File: config.mk
export PLATFORM = sky130hd
export DESIGN_NAME = wt_snoop_cache
export DESIGN_NICKNAME = d
export VERILOG_FILES = /design/src/rtl/wtc_pkg.sv /design/src/rtl/wtc_line_store.sv /design/src/rtl/wtc_ctrl.sv /design/src/rtl/wt_snoop_cache.sv
export SDC_FILE = /design/constraint.sdc
export NUM_CORES = 1
export LEC_CHECK = 0
export BUFFER_PORTS_ARGS = -buffer_cell sky130_fd_sc_hd__buf_2
export CORE_MARGIN = 10
export CORE_UTILIZATION = 50
export CTS_CLUSTER_DIAMETER = 120
export DETAILED_ROUTE_END_ITERATION = 12
export MAX_ROUTING_LAYER = met4
export PLACE_DENSITY = 0.81
export SYNTH_ARGS = -nofsm -noshare
export SYNTH_HDL_FRONTEND = slang
export SYNTH_SLANG_ARGS = --single-unit
File: constraint.sdc
create_clock -name clk -period 2.68 [get_ports clk]
set_input_delay 0.402 -clock clk [delete_from_list [all_inputs] [get_ports clk]]
set_output_delay 0.402 -clock clk [all_outputs]
set_load 0.02 [all_outputs]
File: src/rtl/wtc_pkg.sv
package wtc_pkg;
  typedef enum logic {
    CMD_SHRD = 1'b0,
    CMD_EXCL = 1'b1
  } bus_cmd_e;

  typedef enum logic {
    ST_IDLE = 1'b0,
    ST_BUSY = 1'b1
  } ctrl_state_e;
endpackage

File: src/rtl/wtc_line_store.sv
module wtc_line_store #(
  parameter int IDX_W  = 2,
  parameter int TAG_W  = 6,
  parameter int DATA_W = 16
) (
  input  logic              clk,
  input  logic              rst_n,
  input  logic [IDX_W-1:0]  rd_idx,
  output logic              rd_valid,
  output logic [TAG_W-1:0]  rd_tag,
  output logic [DATA_W-1:0] rd_data,
  input  logic              inv_en,
  input  logic [IDX_W-1:0]  inv_idx,
  input  logic [TAG_W-1:0]  inv_tag,
  input  logic              wr_en,
  input  logic [IDX_W-1:0]  wr_idx,
  input  logic [TAG_W-1:0]  wr_tag,
  input  logic [DATA_W-1:0] wr_data
);
  localparam int LINES = 1 << IDX_W;

  logic [LINES-1:0]  valid_q, valid_d;
  logic [TAG_W-1:0]  tag_q  [LINES];
  logic [DATA_W-1:0] data_q [LINES];

  assign rd_valid = valid_q[rd_idx];
  assign rd_tag   = tag_q[rd_idx];
  assign rd_data  = data_q[rd_idx];

  // snoop invalidation first, local install second
  always_comb begin
    valid_d = valid_q;
    if (inv_en && valid_q[inv_idx] && (tag_q[inv_idx] == inv_tag))
      valid_d[inv_idx] = 1'b0;
    if (wr_en)
      valid_d[wr_idx] = 1'b1;
  end

  always_ff @(posedge clk or negedge rst_n) begin
    if (!rst_n) valid_q <= '0;
    else        valid_q <= valid_d;
  end

  for (genvar g = 0; g < LINES; g++) begin : g_line
    logic line_we;
    assign line_we = wr_en && (wr_idx == IDX_W'(g));
    always_ff @(posedge clk) begin
      if (line_we) begin
        tag_q[g]  <= wr_tag;
        data_q[g] <= wr_data;
      end
    end
  end


  snoop_inval_chk: assert property (@(posedge clk) disable iff (!rst_n)
    (inv_en && valid_q[inv_idx] && (tag_q[inv_idx] == inv_tag) &&
     !(wr_en && (wr_idx == inv_idx)))
    |=> !valid_q[$past(inv_idx)]);


  install_chk: assert property (@(posedge clk) disable iff (!rst_n)
    wr_en |=> valid_q[$past(wr_idx)] && (data_q[$past(wr_idx)] == $past(wr_data)));
endmodule

File: src/rtl/wtc_ctrl.sv
module wtc_ctrl
  import wtc_pkg::*;
#(
  parameter int ADDR_W = 8,
  parameter int DATA_W = 16
) (
  input  logic              clk,
  input  logic              rst_n,
  input  logic              cpu_req,
  input  logic              cpu_we,
  input  logic [ADDR_W-1:0] cpu_addr,
  input  logic [DATA_W-1:0] cpu_wdata,
  output logic              cpu_ack,
  output logic [DATA_W-1:0] cpu_rdata,
  input  logic              hit,
  input  logic [DATA_W-1:0] line_data,
  output logic              bus_req,
  output logic              bus_cmd,
  output logic [ADDR_W-1:0] bus_addr,
  output logic [DATA_W-1:0] bus_wdata,
  input  logic              bus_ack,
  input  logic [DATA_W-1:0] bus_rdata,
  output logic              wr_en,
  output logic [ADDR_W-1:0] wr_addr,
  output logic [DATA_W-1:0] wr_data
);
  ctrl_state_e       state_q, state_d;
  logic              we_q;
  logic [ADDR_W-1:0] addr_q;
  logic [DATA_W-1:0] wdata_q;
  logic              accept;

  always_comb begin
    state_d   = state_q;
    accept    = 1'b0;
    cpu_ack   = 1'b0;
    cpu_rdata = line_data;
    wr_en     = 1'b0;
    wr_addr   = cpu_addr;
    wr_data   = cpu_wdata;
    unique case (state_q)
      ST_IDLE: begin
        if (cpu_req) begin
          if (!cpu_we && hit) begin
            cpu_ack = 1'b1;
          end else begin
            accept  = 1'b1;
            state_d = ST_BUSY;
            wr_en   = cpu_we && hit;
          end
        end
      end
      ST_BUSY: begin
        if (bus_ack) begin
          cpu_ack   = 1'b1;
          cpu_rdata = bus_rdata;
          wr_en     = !we_q;
          wr_addr   = addr_q;
          wr_data   = bus_rdata;
          state_d   = ST_IDLE;
        end
      end
      default: state_d = ST_IDLE;
    endcase
  end

  always_ff @(posedge clk or negedge rst_n) begin
    if (!rst_n) state_q <= ST_IDLE;
    else        state_q <= state_d;
  end

  always_ff @(posedge clk) begin
    if (accept) begin
      we_q    <= cpu_we;
      addr_q  <= cpu_addr;
      wdata_q <= cpu_wdata;
    end
  end

  assign bus_req   = (state_q == ST_BUSY);
  assign bus_cmd   = we_q ? CMD_EXCL : CMD_SHRD;
  assign bus_addr  = addr_q;
  assign bus_wdata = wdata_q;


  bus_hold_chk: assert property (@(posedge clk) disable iff (!rst_n)
    (bus_req && !bus_ack) |=> bus_req && $stable(bus_addr) && $stable(bus_cmd)
                              && $stable(bus_wdata));


  store_to_bus_chk: assert property (@(posedge clk) disable iff (!rst_n)
    (!bus_req && cpu_req && cpu_we) |=> bus_req && (bus_cmd == CMD_EXCL));


  ack_needs_req_chk: assert property (@(posedge clk) disable iff (!rst_n)
    cpu_ack |-> cpu_req);
endmodule

File: src/rtl/wt_snoop_cache.sv
module wt_snoop_cache
  import wtc_pkg::*;
#(
  parameter int ADDR_W = 8,
  parameter int DATA_W = 16,
  parameter int IDX_W  = 2
) (
  input  logic              clk,
  input  logic              rst_n,
  input  logic              cpu_req,
  input  logic              cpu_we,
  input  logic [ADDR_W-1:0] cpu_addr,
  input  logic [DATA_W-1:0] cpu_wdata,
  output logic              cpu_ack,
  output logic [DATA_W-1:0] cpu_rdata,
  output logic              bus_req,
  output logic              bus_cmd,
  output logic [ADDR_W-1:0] bus_addr,
  output logic [DATA_W-1:0] bus_wdata,
  input  logic              bus_ack,
  input  logic [DATA_W-1:0] bus_rdata,
  input  logic              snp_valid,
  input  logic              snp_cmd,
  input  logic [ADDR_W-1:0] snp_addr
);
  localparam int TAG_W = ADDR_W - IDX_W;

  logic              rd_valid;
  logic [TAG_W-1:0]  rd_tag;
  logic [DATA_W-1:0] rd_data;
  logic              snp_kill, snp_same, hit;
  logic              wr_en;
  logic [ADDR_W-1:0] wr_addr;
  logic [DATA_W-1:0] wr_data;

  assign snp_kill = snp_valid && (snp_cmd == CMD_EXCL);
  assign snp_same = snp_kill && (snp_addr == cpu_addr);
  assign hit      = rd_valid && (rd_tag == cpu_addr[ADDR_W-1:IDX_W]) && !snp_same;

  wtc_line_store #(.IDX_W(IDX_W), .TAG_W(TAG_W), .DATA_W(DATA_W)) u_store (
    .clk     (clk),
    .rst_n   (rst_n),
    .rd_idx  (cpu_addr[IDX_W-1:0]),
    .rd_valid(rd_valid),
    .rd_tag  (rd_tag),
    .rd_data (rd_data),
    .inv_en  (snp_kill),
    .inv_idx (snp_addr[IDX_W-1:0]),
    .inv_tag (snp_addr[ADDR_W-1:IDX_W]),
    .wr_en   (wr_en),
    .wr_idx  (wr_addr[IDX_W-1:0]),
    .wr_tag  (wr_addr[ADDR_W-1:IDX_W]),
    .wr_data (wr_data)
  );

  wtc_ctrl #(.ADDR_W(ADDR_W), .DATA_W(DATA_W)) u_ctrl (
    .clk      (clk),
    .rst_n    (rst_n),
    .cpu_req  (cpu_req),
    .cpu_we   (cpu_we),
    .cpu_addr (cpu_addr),
    .cpu_wdata(cpu_wdata),
    .cpu_ack  (cpu_ack),
    .cpu_rdata(cpu_rdata),
    .hit      (hit),
    .line_data(rd_data),
    .bus_req  (bus_req),
    .bus_cmd  (bus_cmd),
    .bus_addr (bus_addr),
    .bus_wdata(bus_wdata),
    .bus_ack  (bus_ack),
    .bus_rdata(bus_rdata),
    .wr_en    (wr_en),
    .wr_addr  (wr_addr),
    .wr_data  (wr_data)
  );


  snoop_first_chk: assert property (@(posedge clk) disable iff (!rst_n)
    (!bus_req && cpu_req && !cpu_we && snp_same) |-> !cpu_ack);


  hit_quiet_chk: assert property (@(posedge clk) disable iff (!rst_n)
    (cpu_ack && !bus_ack) |-> !bus_req);
endmodule

==> key figures <==
Synth
  • Synth Register Bits: 118
  • Share of synthesized registers carrying an async set or reset: 0.0424
  • Register area share after synthesis: 0.690
  • Post-Synthesis Cells: 332
  • Main synth FF type: edfxtp_1
  • Unique masters post-synth: 32
  • Syn Area/Cell: 15.4 um2
  • Ys Warns: 0
  • Number of synthesized flops with an enable pin: 113
  • Syn nets: 387
  • Synthesized cell area: 0.00510 mm2

Timing
  • Setup Total Neg Slack: -90.3 ps
  • Final Cycle Share: 1.03
  • Final Skew: 10.6 ps
  • Worst-margin pin slew: 681 ps
  • Period minus WS final: 2770 ps
  • Slew margin rel.: 0.533
  • Final setup viols: 1
  • Hold Fails Final Rpt: 0
  • Min Hold Slack: 71.7 ps
  • Max-slew violations: 0
  • RSZ-0062 raised after global routing: true
  • Maximum clock frequency: 361 MHz
  • Worst setup margin: -90.3 ps

Placed design
  • Post-DP HPWL: 8630 um
  • Pre-CTS setup slack: -13.4 ps
  • IO buf count: 97
  • Placer Congestion: 0.827

Detailed routing
  • Initial DRC Count: 328
  • Remaining DRCs: 0
  • Post-DR wirelength/cell: 21.4 um
  • Via count: 3395
  • Final wirelength: 13000 um
  • Antenna-violating nets left: 0
  • TritonRoute pass-1 iters: 8
  • Mean number of vias per cell: 5.60

Setup path
  • Crit start category: flip-flop
  • CP arrival: 2370 ps
  • Critical path peak fanout: 2
  • Critical path type: reg -> out
  • Critical path data required time: 2280 ps
  • Crit path capture type: output pin

Floorplan
  • Die height: 121 um
  • Starting Density: 0.517
  • Core ar.: 0.00986 mm2
  • DIE WIDTH: 121 um
  • Rows: 36
  • # IOs: 98
  • Die area: 0.0146 mm2

Status
  • Status: complete, but fails checks
  • Failing checks: negative setup slack

GRT
  • Overall Global Routing Usage: 0.189
  • Total gr overflow: 0
  • Vias in the first global route: 3654
  • Global-route wire length before repair: 20200 um
  • Largest net degree at the start of global routing: 28
  • Initial antenna violation count: 1

Run
  • MaxCap Viol Count: 0

Clock network
  • CTS sink count: 118
  • CTS Buf Count: 17
  • Worst-Skew Late Latency: 520 ps
  • Clock Pin Slew Worst Setup and Hold Paths: 60 ps
  • Max Buffers Root-to-Sink: 2
  • CTS tree: yes
  • Max H-tree Level: 4
  • Clock Root Buffer: clkbuf_8

Power
  • Max VDD drop: 546 uV
  • Power per standard cell area: 781 mW/mm2
  • Pleak: 0.00261 uW

Cells and area
  • Share of layout cells above drive strength 1: 0.388
  • Commonest non-fill, non-tap cells in the layout: edfxtp_1 (113), nand2_1 (107), buf_2 (96), mux4_2 (23), buf_4 (20)
  • Synthesis-to-layout area growth: 29.7%
  • Commonest non-fill, non-tap cell in the layout: edfxtp_1
  • Fillers: 670
  • # nets final: 514

Min path
  • Hold Crit Class: in -> reg
## cell families after synthesis
group | count (synthesis) | synth area share
XOR/XNOR | 22 | 0.0378
multiplexers | 34 | 0.136
flip-flops | 118 | 0.690
buffers and inverters | 18 | 0.0159
AO/OA/AOI/OAI | 14 | 0.0191
AND/OR/NAND/NOR | 126 | 0.101
## critical path, stage by stage (launching register included)
cell and delay (ps):
edfxtp_1 430, mux4_2 480, xnor2_1 130, and4_1 210
and4b_2 240, a31o_4 230, buf_6 130
## sequential cells by signal, summed over array words and instances, names as in the netlist
signal and cells:
u_ctrl.we_q 1, u_store.valid_q 4, u_store.data_q 64, u_ctrl.bus_wdata 16
u_ctrl.bus_addr 8, u_ctrl.bus_req 1, u_store.tag_q 24
## where the power goes
group | switching (uW) | total, uW | internal, uW
clock network | 764 | 2360 | 1600
registers | 38.5 | 2180 | 2140
logic | 384 | 625 | 241
total | 1190 | 5160 | 3980
## repair_timing
action | 4_1_cts | 5_1_grt
resized for setup | 4 | 2
setup endpoints to repair | 1 | 1
hold buffers | 1 | 0
setup buffers | 6 | 3
endpoints found under the hold margin | 5 | 0
pin swaps | 2 | 1
## area by class of cell
cell class                 instances  area [um2]  area share
clock inverter                    10         178      0.0269
tap                              133         166      0.0252
timing repair buffer             123         752       0.114
clock buffer                      22         433      0.0655
inverter                           3        11.3     0.00170
sequential                       118        3520       0.532
multi-input combinational        196        1550       0.235
antenna                            1        2.50    0.000378
## cells in the mapped netlist, types with 2 or more instances
library cell | count | area share
buf_1 | 3 | 0.0022
inv_1 | 3 | 0.0022
mux4_2 | 23 | 0.10
buf_2 | 5 | 0.0049
o21ai_0 | 2 | 0.0020
nand2_1 | 107 | 0.079
mux2_2 | 2 | 0.0044
o22ai_1 | 2 | 0.0025
edfxtp_1 | 113 | 0.67
o41ai_1 | 4 | 0.0069
mux2i_1 | 5 | 0.0098
xor2_1 | 5 | 0.0086
a31oi_1 | 2 | 0.0025
mux4_1 | 4 | 0.021
clkbuf_1 | 6 | 0.0044
nand3_1 | 4 | 0.0039
dfrtp_1 | 5 | 0.025
xnor2_1 | 17 | 0.029
nor4_1 | 2 | 0.0025
o21ai_1 | 2 | 0.0020
nor2_1 | 5 | 0.0037
## path summary, 6_finish.rpt
check | startpoint | to | slack, ps | cells past startpoint
max | u_store.tag_q[1][1]$_DFFE_PP_ | cpu_ack | -90 | 6
min | cpu_wdata[13] | u_ctrl.bus_wdata[13]$_DFFE_PP_ | 70 | 1
min in group asynchronous | rst_n | u_store.valid_q[2]$_DFF_PN0_ | 220 | 2
max in group asynchronous | rst_n | u_ctrl.bus_req$_DFF_PN0_ | 2310 | 2
max reg2reg | u_store.tag_q[1][1]$_DFFE_PP_ | u_store.data_q[1][15]$_DFFE_PP_ | 190 | 8
min reg2reg | u_store.valid_q[0]$_DFF_PN0_ | u_store.valid_q[0]$_DFF_PN0_ | 550 | 2
## stage by stage
stage	util	instances	area (um2)	power (uW)
after floorplan	-	332	5120	2580
after global routing	0.670	606	6610	5330
final	0.670	606	6610	5160
after CTS	0.666	602	6570	5180
after detailed placement	0.597	563	5890	2820
after global placement	0.597	563	5890	2790
## per-layer routing
metal | up-vias | GRT usage | wire (um)
li1 | 1510 | - | -
met1 | 1668 | 0.223 | 5250
met2 | 187 | 0.293 | 6530
met3 | 30 | 0.0558 | 911
met4 | 0 | 0.0905 | 308
met5 | - | - | 0
No activity file was read; power rests on OpenSTA's default activity.
